**src/rtl/i2c_evt_pkg.sv**
```systemverilog
package i2c_evt_pkg;
  localparam int unsigned REG_W = 8;

  // Bit positions inside the event and mask registers
  localparam int unsigned BIT_RX_DONE = 0;
  localparam int unsigned BIT_TX_DONE = 1;
  localparam int unsigned BIT_RX_BUSY = 2;
  localparam int unsigned BIT_TX_ERR  = 4;

  localparam logic [REG_W-1:0] IMPL_MASK =
    REG_W'((1 << BIT_RX_DONE) | (1 << BIT_TX_DONE) |
           (1 << BIT_RX_BUSY) | (1 << BIT_TX_ERR));

  typedef logic [REG_W-1:0] reg_t;

  typedef struct packed {
    logic tx_err;
    logic rx_busy;
    logic tx_done;
    logic rx_done;
  } evt_pulse_t;

  function automatic reg_t pulse_to_vec(evt_pulse_t p);
    reg_t v;
    v = '0;
    v[BIT_RX_DONE] = p.rx_done;
    v[BIT_TX_DONE] = p.tx_done;
    v[BIT_RX_BUSY] = p.rx_busy;
    v[BIT_TX_ERR]  = p.tx_err;
    return v;
  endfunction
endpackage

```
**src/rtl/i2c_evt_decode.sv**
```systemverilog
module i2c_evt_decode #(
  parameter int unsigned ADDR_W   = 2,
  parameter int unsigned EVT_ADDR = 0,
  parameter int unsigned MSK_ADDR = 1
) (
  input  logic              we_i,
  input  logic [ADDR_W-1:0] addr_i,
  output logic              evt_sel_o,
  output logic              msk_sel_o,
  output logic              evt_we_o,
  output logic              msk_we_o
);
  localparam logic [ADDR_W-1:0] EVT_A = ADDR_W'(EVT_ADDR);
  localparam logic [ADDR_W-1:0] MSK_A = ADDR_W'(MSK_ADDR);

  assign evt_sel_o = (addr_i == EVT_A);
  assign msk_sel_o = (addr_i == MSK_A);
  assign evt_we_o  = we_i && evt_sel_o;
  assign msk_we_o  = we_i && msk_sel_o;
endmodule

```
**src/rtl/i2c_evt_bit.sv**
```systemverilog
// One event flag: the hardware set has priority over a software clear.
module i2c_evt_bit #(
  parameter bit IMPL = 1'b1
) (
  input  logic clk_i,
  input  logic rst_ni,
  input  logic set_i,
  input  logic clr_i,
  output logic q_o
);
  if (IMPL) begin : g_flag
    logic q_q;
    always_ff @(posedge clk_i or negedge rst_ni) begin
      if (!rst_ni)    q_q <= 1'b0;
      else if (set_i) q_q <= 1'b1;
      else if (clr_i) q_q <= 1'b0;
    end
    assign q_o = q_q;
  end else begin : g_rsvd
    logic unused_in;
    assign unused_in = set_i ^ clr_i ^ clk_i ^ rst_ni;
    assign q_o = 1'b0;
  end
endmodule

```
**src/rtl/i2c_evt_mask.sv**
```systemverilog
module i2c_evt_mask
  import i2c_evt_pkg::*;
(
  input  logic clk_i,
  input  logic rst_ni,
  input  logic we_i,
  input  reg_t wdata_i,
  output reg_t mask_o
);
  for (genvar b = 0; b < REG_W; b++) begin : g_bit
    if (IMPL_MASK[b]) begin : g_impl
      logic m_q;
      always_ff @(posedge clk_i or negedge rst_ni) begin
        if (!rst_ni)   m_q <= 1'b0;
        else if (we_i) m_q <= wdata_i[b];
      end
      assign mask_o[b] = m_q;
    end else begin : g_rsvd
      logic unused_wd;
      assign unused_wd = wdata_i[b];
      assign mask_o[b] = 1'b0;
    end
  end
endmodule

```
**src/rtl/i2c_evt_irq_gen.sv**
```systemverilog
module i2c_evt_irq_gen
  import i2c_evt_pkg::*;
(
  input  logic clk_i,
  input  logic rst_ni,
  input  reg_t evt_i,
  input  reg_t mask_i,
  output logic irq_o
);
  logic irq_q;
  always_ff @(posedge clk_i or negedge rst_ni) begin
    if (!rst_ni) irq_q <= 1'b0;
    else         irq_q <= |(evt_i & mask_i);
  end
  assign irq_o = irq_q;
endmodule

```
**src/rtl/i2c_evt_irq.sv**
```systemverilog
module i2c_evt_irq
  import i2c_evt_pkg::*;
#(
  parameter int unsigned ADDR_W   = 2,
  parameter int unsigned EVT_ADDR = 0,
  parameter int unsigned MSK_ADDR = 1
) (
  input  logic              clk_i,
  input  logic              rst_ni,
  input  logic              we_i,
  input  logic [ADDR_W-1:0] addr_i,
  input  logic [7:0]        wdata_i,
  output logic [7:0]        rdata_o,
  input  logic              evt_rx_done_i,
  input  logic              evt_tx_done_i,
  input  logic              evt_rx_busy_i,
  input  logic              evt_tx_err_i,
  output logic              irq_o
);
  logic evt_sel, msk_sel, evt_we, msk_we;
  reg_t set_vec, clr_vec, evt_q, mask_q;
  evt_pulse_t pulses;

  i2c_evt_decode #(
    .ADDR_W(ADDR_W), .EVT_ADDR(EVT_ADDR), .MSK_ADDR(MSK_ADDR)
  ) u_decode (
    .we_i     (we_i),
    .addr_i   (addr_i),
    .evt_sel_o(evt_sel),
    .msk_sel_o(msk_sel),
    .evt_we_o (evt_we),
    .msk_we_o (msk_we)
  );

  assign pulses  = '{tx_err: evt_tx_err_i, rx_busy: evt_rx_busy_i,
                     tx_done: evt_tx_done_i, rx_done: evt_rx_done_i};
  assign set_vec = pulse_to_vec(pulses);
  assign clr_vec = evt_we ? wdata_i : '0;

  for (genvar b = 0; b < REG_W; b++) begin : g_evt
    i2c_evt_bit #(.IMPL(IMPL_MASK[b])) u_bit (
      .clk_i (clk_i),
      .rst_ni(rst_ni),
      .set_i (set_vec[b]),
      .clr_i (clr_vec[b]),
      .q_o   (evt_q[b])
    );
  end

  i2c_evt_mask u_mask (
    .clk_i  (clk_i),
    .rst_ni (rst_ni),
    .we_i   (msk_we),
    .wdata_i(wdata_i),
    .mask_o (mask_q)
  );

  i2c_evt_irq_gen u_irq (
    .clk_i (clk_i),
    .rst_ni(rst_ni),
    .evt_i (evt_q),
    .mask_i(mask_q),
    .irq_o (irq_o)
  );

  always_comb begin
    if (evt_sel)      rdata_o = evt_q;
    else if (msk_sel) rdata_o = mask_q;
    else              rdata_o = '0;
  end
endmodule

```
**config.mk**
```make
export PLATFORM = sky130hd
export DESIGN_NAME = i2c_evt_irq
export DESIGN_NICKNAME = d
export VERILOG_FILES = /design/src/rtl/i2c_evt_pkg.sv /design/src/rtl/i2c_evt_decode.sv /design/src/rtl/i2c_evt_bit.sv /design/src/rtl/i2c_evt_mask.sv /design/src/rtl/i2c_evt_irq_gen.sv /design/src/rtl/i2c_evt_irq.sv
export SDC_FILE = /design/constraint.sdc
export NUM_CORES = 1
export LEC_CHECK = 0
export BUFFER_PORTS_ARGS = -buffer_cell sky130_fd_sc_hd__buf_2
export CAP_MARGIN = 10
export CORE_AREA = 3 3 40 42
export CTS_CLUSTER_DIAMETER = 50
export DETAILED_ROUTE_END_ITERATION = 8
export DIE_AREA = 0 0 43 45
export GPL_ROUTABILITY_DRIVEN = 1
export GPL_TIMING_DRIVEN = 1
export PLACE_DENSITY = 0.72
export SYNTH_ARGS = -nofsm -noshare
export SYNTH_HDL_FRONTEND = slang
export SYNTH_SLANG_ARGS = --single-unit
```
**constraint.sdc**
```tcl
create_clock -name clk_i -period 0.9 [get_ports clk_i]
set_input_delay 0.045 -clock clk_i [delete_from_list [all_inputs] [get_ports clk_i]]
set_output_delay 0.045 -clock clk_i [all_outputs]
set_load 0.05 [all_outputs]
```
Word level (Yosys, flattened, before mapping)
Index checks and enable logic that the tools add are counted.
{"block": "classes", "eq_ne": 1, "n_reduce_logical": 8, "muxes": 11, "bitwise": 1}
{"op": "2-to-1 mux 5 bit", "count": 3}
{"op": "2-to-1 mux 1 bit", "count": 8}
{"op": "nonzero test 2 bit", "count": 4}
{"op": "OR reduction 8 bit", "count": 1}
{"op": "bitwise AND 5 bit", "count": 1}
{"op": "equality test 2 x 1 -> 1 bit (second input constant)", "count": 1}
{"op": "logical AND 1 bit", "count": 2}
{"op": "zero test 2 bit", "count": 1}
{"block": "word_totals", "in_bits": 17, "regBits": 9, "output_inout_bits": 9, "wordCells": 30}

Depth between registers and ports, before layout
{"block": "logic_depth", "depth_word": 5, "ltp_mapped": 3, "ltp_nobuf": 2}

Modules after synthesis
Synthesis repeated with hierarchy kept, for this count alone.
{"block": "unflattened", "cells_unflattened": 70, "hier_area_um2": 646.9}
{"mod": "i2c_evt_mask", "area_per_inst_um2": 209.0, "seq_area_each_um2": 100.1, "instances": 1, "cells_per_inst": 17}
{"mod": "i2c_evt_irq", "area_per_inst_um2": 156.4, "seq_area_each_um2": 0.0, "instances": 1, "cells_per_inst": 23}
{"mod": "i2c_evt_bit (g_evt[0].u_bit ...)", "area_per_inst_um2": 36.3, "seq_area_each_um2": 25.0, "instances": 4, "cells_per_inst": 3}
{"mod": "i2c_evt_irq_gen", "area_per_inst_um2": 61.3, "seq_area_each_um2": 25.0, "instances": 1, "cells_per_inst": 6}
{"mod": "i2c_evt_bit (g_evt[3].u_bit ...)", "area_per_inst_um2": 11.3, "seq_area_each_um2": 0.0, "instances": 4, "cells_per_inst": 2}
{"mod": "i2c_evt_decode", "area_per_inst_um2": 30.0, "seq_area_each_um2": 0.0, "instances": 1, "cells_per_inst": 4}

Least setup slack after synthesis
Ideal clock, no wire load.
{"block": "synth_timing", "path_kind": "register -> output", "from": "reg u_mask.g_bit[2].g_impl.m_q", "to": "out rdata_o[2]", "path_buffers": 0, "arrival_ns": 1.057, "path_stages_with_launch": 3, "required_time_ns": 0.855, "slack_ns": -0.202, "path_cell_list": "dfrtp_1 mux2i_1 nor2_1"}
{"block": "synth_between", "elab_chain_cells": 2}
{"item": "start, declared", "line_no": "i2c_evt_mask.sv:12", "source": "logic m_q;"}
{"item": "start signal, assigned", "line_no": "i2c_evt_mask.sv:15", "source": "else if (we_i) m_q <= wdata_i[b];"}
{"item": "2-to-1 mux 5 bit", "line_no": "i2c_evt_irq.sv:68", "source": "else if (msk_sel) rdata_o = mask_q;"}
{"item": "2-to-1 mux 5 bit", "line_no": "i2c_evt_irq.sv:67", "source": "if (evt_sel) rdata_o = evt_q;"}
{"item": "end, declared", "line_no": "i2c_evt_irq.sv:13", "source": "output logic [7:0] rdata_o,"}
Every way passes these cells.

Final worst setup path
{"block": "layout_timing", "from": "reg g_evt[4].u_bit.g_flag.q_q", "to": "out rdata_o[4]"}
{"block": "layout_between", "elab_chain_cells": 1}
{"item": "start, declared", "line_no": "i2c_evt_bit.sv:12", "source": "logic q_q;"}
{"item": "start signal, assigned", "line_no": "i2c_evt_bit.sv:14", "source": "if (!rst_ni) q_q <= 1'b0;"}
{"item": "start signal, assigned", "line_no": "i2c_evt_bit.sv:15", "source": "else if (set_i) q_q <= 1'b1;"}
{"item": "start signal, assigned", "line_no": "i2c_evt_bit.sv:16", "source": "else if (clr_i) q_q <= 1'b0;"}
{"item": "2-to-1 mux 5 bit", "line_no": "i2c_evt_irq.sv:67"}
Every way passes these cells.

==> flow_summary.json <==
{
  "cp-end-kind": "output port",
  "place_congestion": 0.658,
  "setup_viol": 4,
  "drtIter0Drc": 2,
  "cts_sinks": 9,
  "finalCriticalPeriod_ps": 1090,
  "min_path_cells": 3,
  "antenna_cells": 0,
  "instances_no_fill": 92,
  "final_cell_mix": "12 x buf_2, 10 x buf_4, 9 x dfrtp_1",
  "hpwl_um": 818,
  "final-hold-violation-count": 0,
  "syn_to_final_growth_pct": 54.7,
  "worstPathArrival_ps": 1040,
  "ir_worst_vdd_mv": 0.900,
  "p_leak_nw": 0.386,
  "worst_path_max_delay_cell": "dfrtp_1",
  "place_ws_ps": 14.2,
  "seqPwrFrac": 0.381,
  "clock.fmax_ghz": 0.921,
  "synth_top_cell_by_area": "dfrtp_1",
  "tritoncts": "built",
  "port_buffers": 17,
  "start_util": 0.383,
  "drc": 0,
  "critPathCapture": "rdata_o[4]",
  "power_w": 0.00125,
  "ctsHtreeMaxLevel": 1,
  "grt_max_degree": 10,
  "die_y_um": 45,
  "grt_use_total": 0.137,
  "cp_cell_sequence": "mux2i_2 -> nor2_2 -> buf_6",
  "finalCritPeriodShare": 1.21,
  "grt_remaining_overflow": 0,
  "grt_pass1_vias": 429,
  "grt_pass1_wl_um": 1810,
  "reg2reg_to": "u_irq.irq_o",
  "synthCells": 44,
  "power.internal_w": 0.000845,
  "hold_class": "input pin to flop",
  "syn_area_sq_um": 492,
  "rsz0062_at_grt": "true",
  "drive_above_1_share": 0.545,
  "fin_skew_ps": 8.26,
  "violations": "setup timing",
  "vias": 427,
  "power_density_nw_per_um2": 1650,
  "yosysSeqAreaShare": 0.458,
  "clockPowerShare": 0.241,
  "rr_worst_depth": 3,
  "cp_max_fo": 2,
  "synth_top_area_frac": 0.458,
  "swShare": 0.326,
  "critical_path_class": "flop to output port",
  "postRouteAntennaNets": 0,
  "report.final.slew_viol_count": 0,
  "r2r_slack_ps": 10,
  "synth_cell_type_count": 13,
  "clk_latency_ps": 260,
  "synth_warnings": 0,
  "die_w_um": 43,
  "cts_inserted_buffers": 3,
  "switching_power_w": 0.000408,
  "ys_top_cells_by_area": "dfrtp_1 46%, mux2_4 12%, mux2i_1 8.1%, buf_4 6.1%, nor2_1 6.1%",
  "nFillCells": 110,
  "comb_power_share": 0.377,
  "antenna_found_initial": 0,
  "register_area_sq_um": 225,
  "dr.pass1.iters": 2,
  "ys_seq_elements": 9,
  "core_sq_um": 1280,
  "multi_input_area_sq_um": 245,
  "r2r-start": "u_mask.g_bit[0].g_impl.m_q",
  "routed_wl_um": 1150,
  "fp-row-count": 13,
  "cp_data_required_time_ps": 850,
  "io_pins": 26,
  "status": "complete, but fails checks",
  "wl_per_cell_um": 12.4,
  "cts_root_buffer": "clkbuf_4",
  "dieArea_sq_um": 1940,
  "clock_path_buffers": 2,
  "cp-start-kind": "flop",
  "crit_path_start": "g_evt[4].u_bit.q_o",
  "drv_cap": 0,
  "postSynthAreaPerCell_sq_um": 11.2,
  "nNetsFinal": 95,
  "viasPerCell": 4.64,
  "critPathMaxStageDelay_ps": 390,
  "final_common_cell": "buf_2",
  "dpl.cell_count": 75,
  "setup_slack_ps": -186,
  "clkSlewWorstSetupHoldPaths_ps": 60
}
-- cells by family after synthesis --
logic type / Yosys count / share of synthesized area
AO/OA/AOI/OAI: 6 / 0.0814
buffers and inverters: 9 / 0.114
flip-flops: 9 / 0.458
multiplexers: 8 / 0.204
other: 1 / 0.00763
AND/OR/NAND/NOR: 11 / 0.135
-- power groups by stage --
| stage | Combinational (W) | Clock (W) | Sequential [W] |
|---|---|---|---|
| 6_report | 0.000473 | 0.000303 | 0.000478 |
| 5_1_grt | 0.000501 | 0.000343 | 0.000484 |
| 4_1_cts | 0.000453 | 0.000314 | 0.000476 |
| 3_5_place_dp | 0.000334 | 0 | 0.000497 |
| 3_3_place_gp | 0.000327 | 0 | 0.000491 |
| 2_1_floorplan | 0.000248 | 0 | 0.000507 |
-- area by class of cell --
class | count | area share
Inverter | 4 | 0.0197
Sequential cell | 9 | 0.296
Clock buffer | 4 | 0.0345
Timing Repair Buffer | 31 | 0.303
Multi-Input combinational cell | 29 | 0.322
Tap cell | 15 | 0.0247
-- synthesized netlist by cell type (all sizes together) --
master,number
inv,4
conb,1
nor3b,1
a31oi,4
dfrtp,9
nor2,8
a22oi,2
nand2,1
mux2,4
nand3b,1
buf,5
mux2i,4
-- what timing repair did --
item,in CTS,in global routing
gates resized for setup,9,3
buffers inserted,8,2
setup endpoints to repair,5,5
hold buffers,5,0
pin swaps,0,3
hold endpoints to repair,13,0
cloned,0,0
-- sequential cells by signal (all words and copies together), names as in the netlist --
name	flops
g_evt.u_bit.q_o	4
u_irq.irq_o	1
u_mask.g_bit.g_impl.m_q	4
-- worst max-delay path, delay by kind of cell (launching register included) --
kind / cells / cell delay (ps)
mux: 1 / 190
flops: 1 / 390
simple gates: 1 / 50
buf+inv: 1 / 150
-- per-layer routing --
metal | up-vias | wire length (um) | track usage
li1 | 210 | - | -
met1 | 199 | 399 | 0.135
met2 | 16 | 644 | 0.249
met3 | 2 | 77 | 0.0518
met4 | 0 | 23 | 0.0723
met5 | - | 0 | 0
-- metrics by stage --
stage | hold slack [ps] | utilization | TNS, ps | area, sq um
2_1_floorplan | -251 | - | 0 | 513
3_3_place_gp | -97.5 | 0.454 | 0 | 583
3_5_place_dp | -95.8 | 0.454 | 0 | 583
4_1_cts | 38.6 | 0.581 | -680 | 747
5_1_grt | 49.9 | 0.592 | -952 | 761
6_report | 43.6 | 0.592 | -659 | 761
-- worst min path at each step --
stage	startpoint	end	slack, ps
6_report	evt_rx_done_i	g_evt[0].u_bit.q_o	40
5_1_grt	evt_tx_err_i	g_evt[4].u_bit.q_o	50
4_1_cts	evt_rx_done_i	g_evt[0].u_bit.q_o	40
3_5_place_dp	rst_ni	u_mask.g_bit[1].g_impl.m_q	-100
3_3_place_gp	rst_ni	g_evt[1].u_bit.q_o	-100
2_1_floorplan	rst_ni	g_evt[0].u_bit.q_o	-250
No activity file was read; power rests on OpenSTA's default activity.
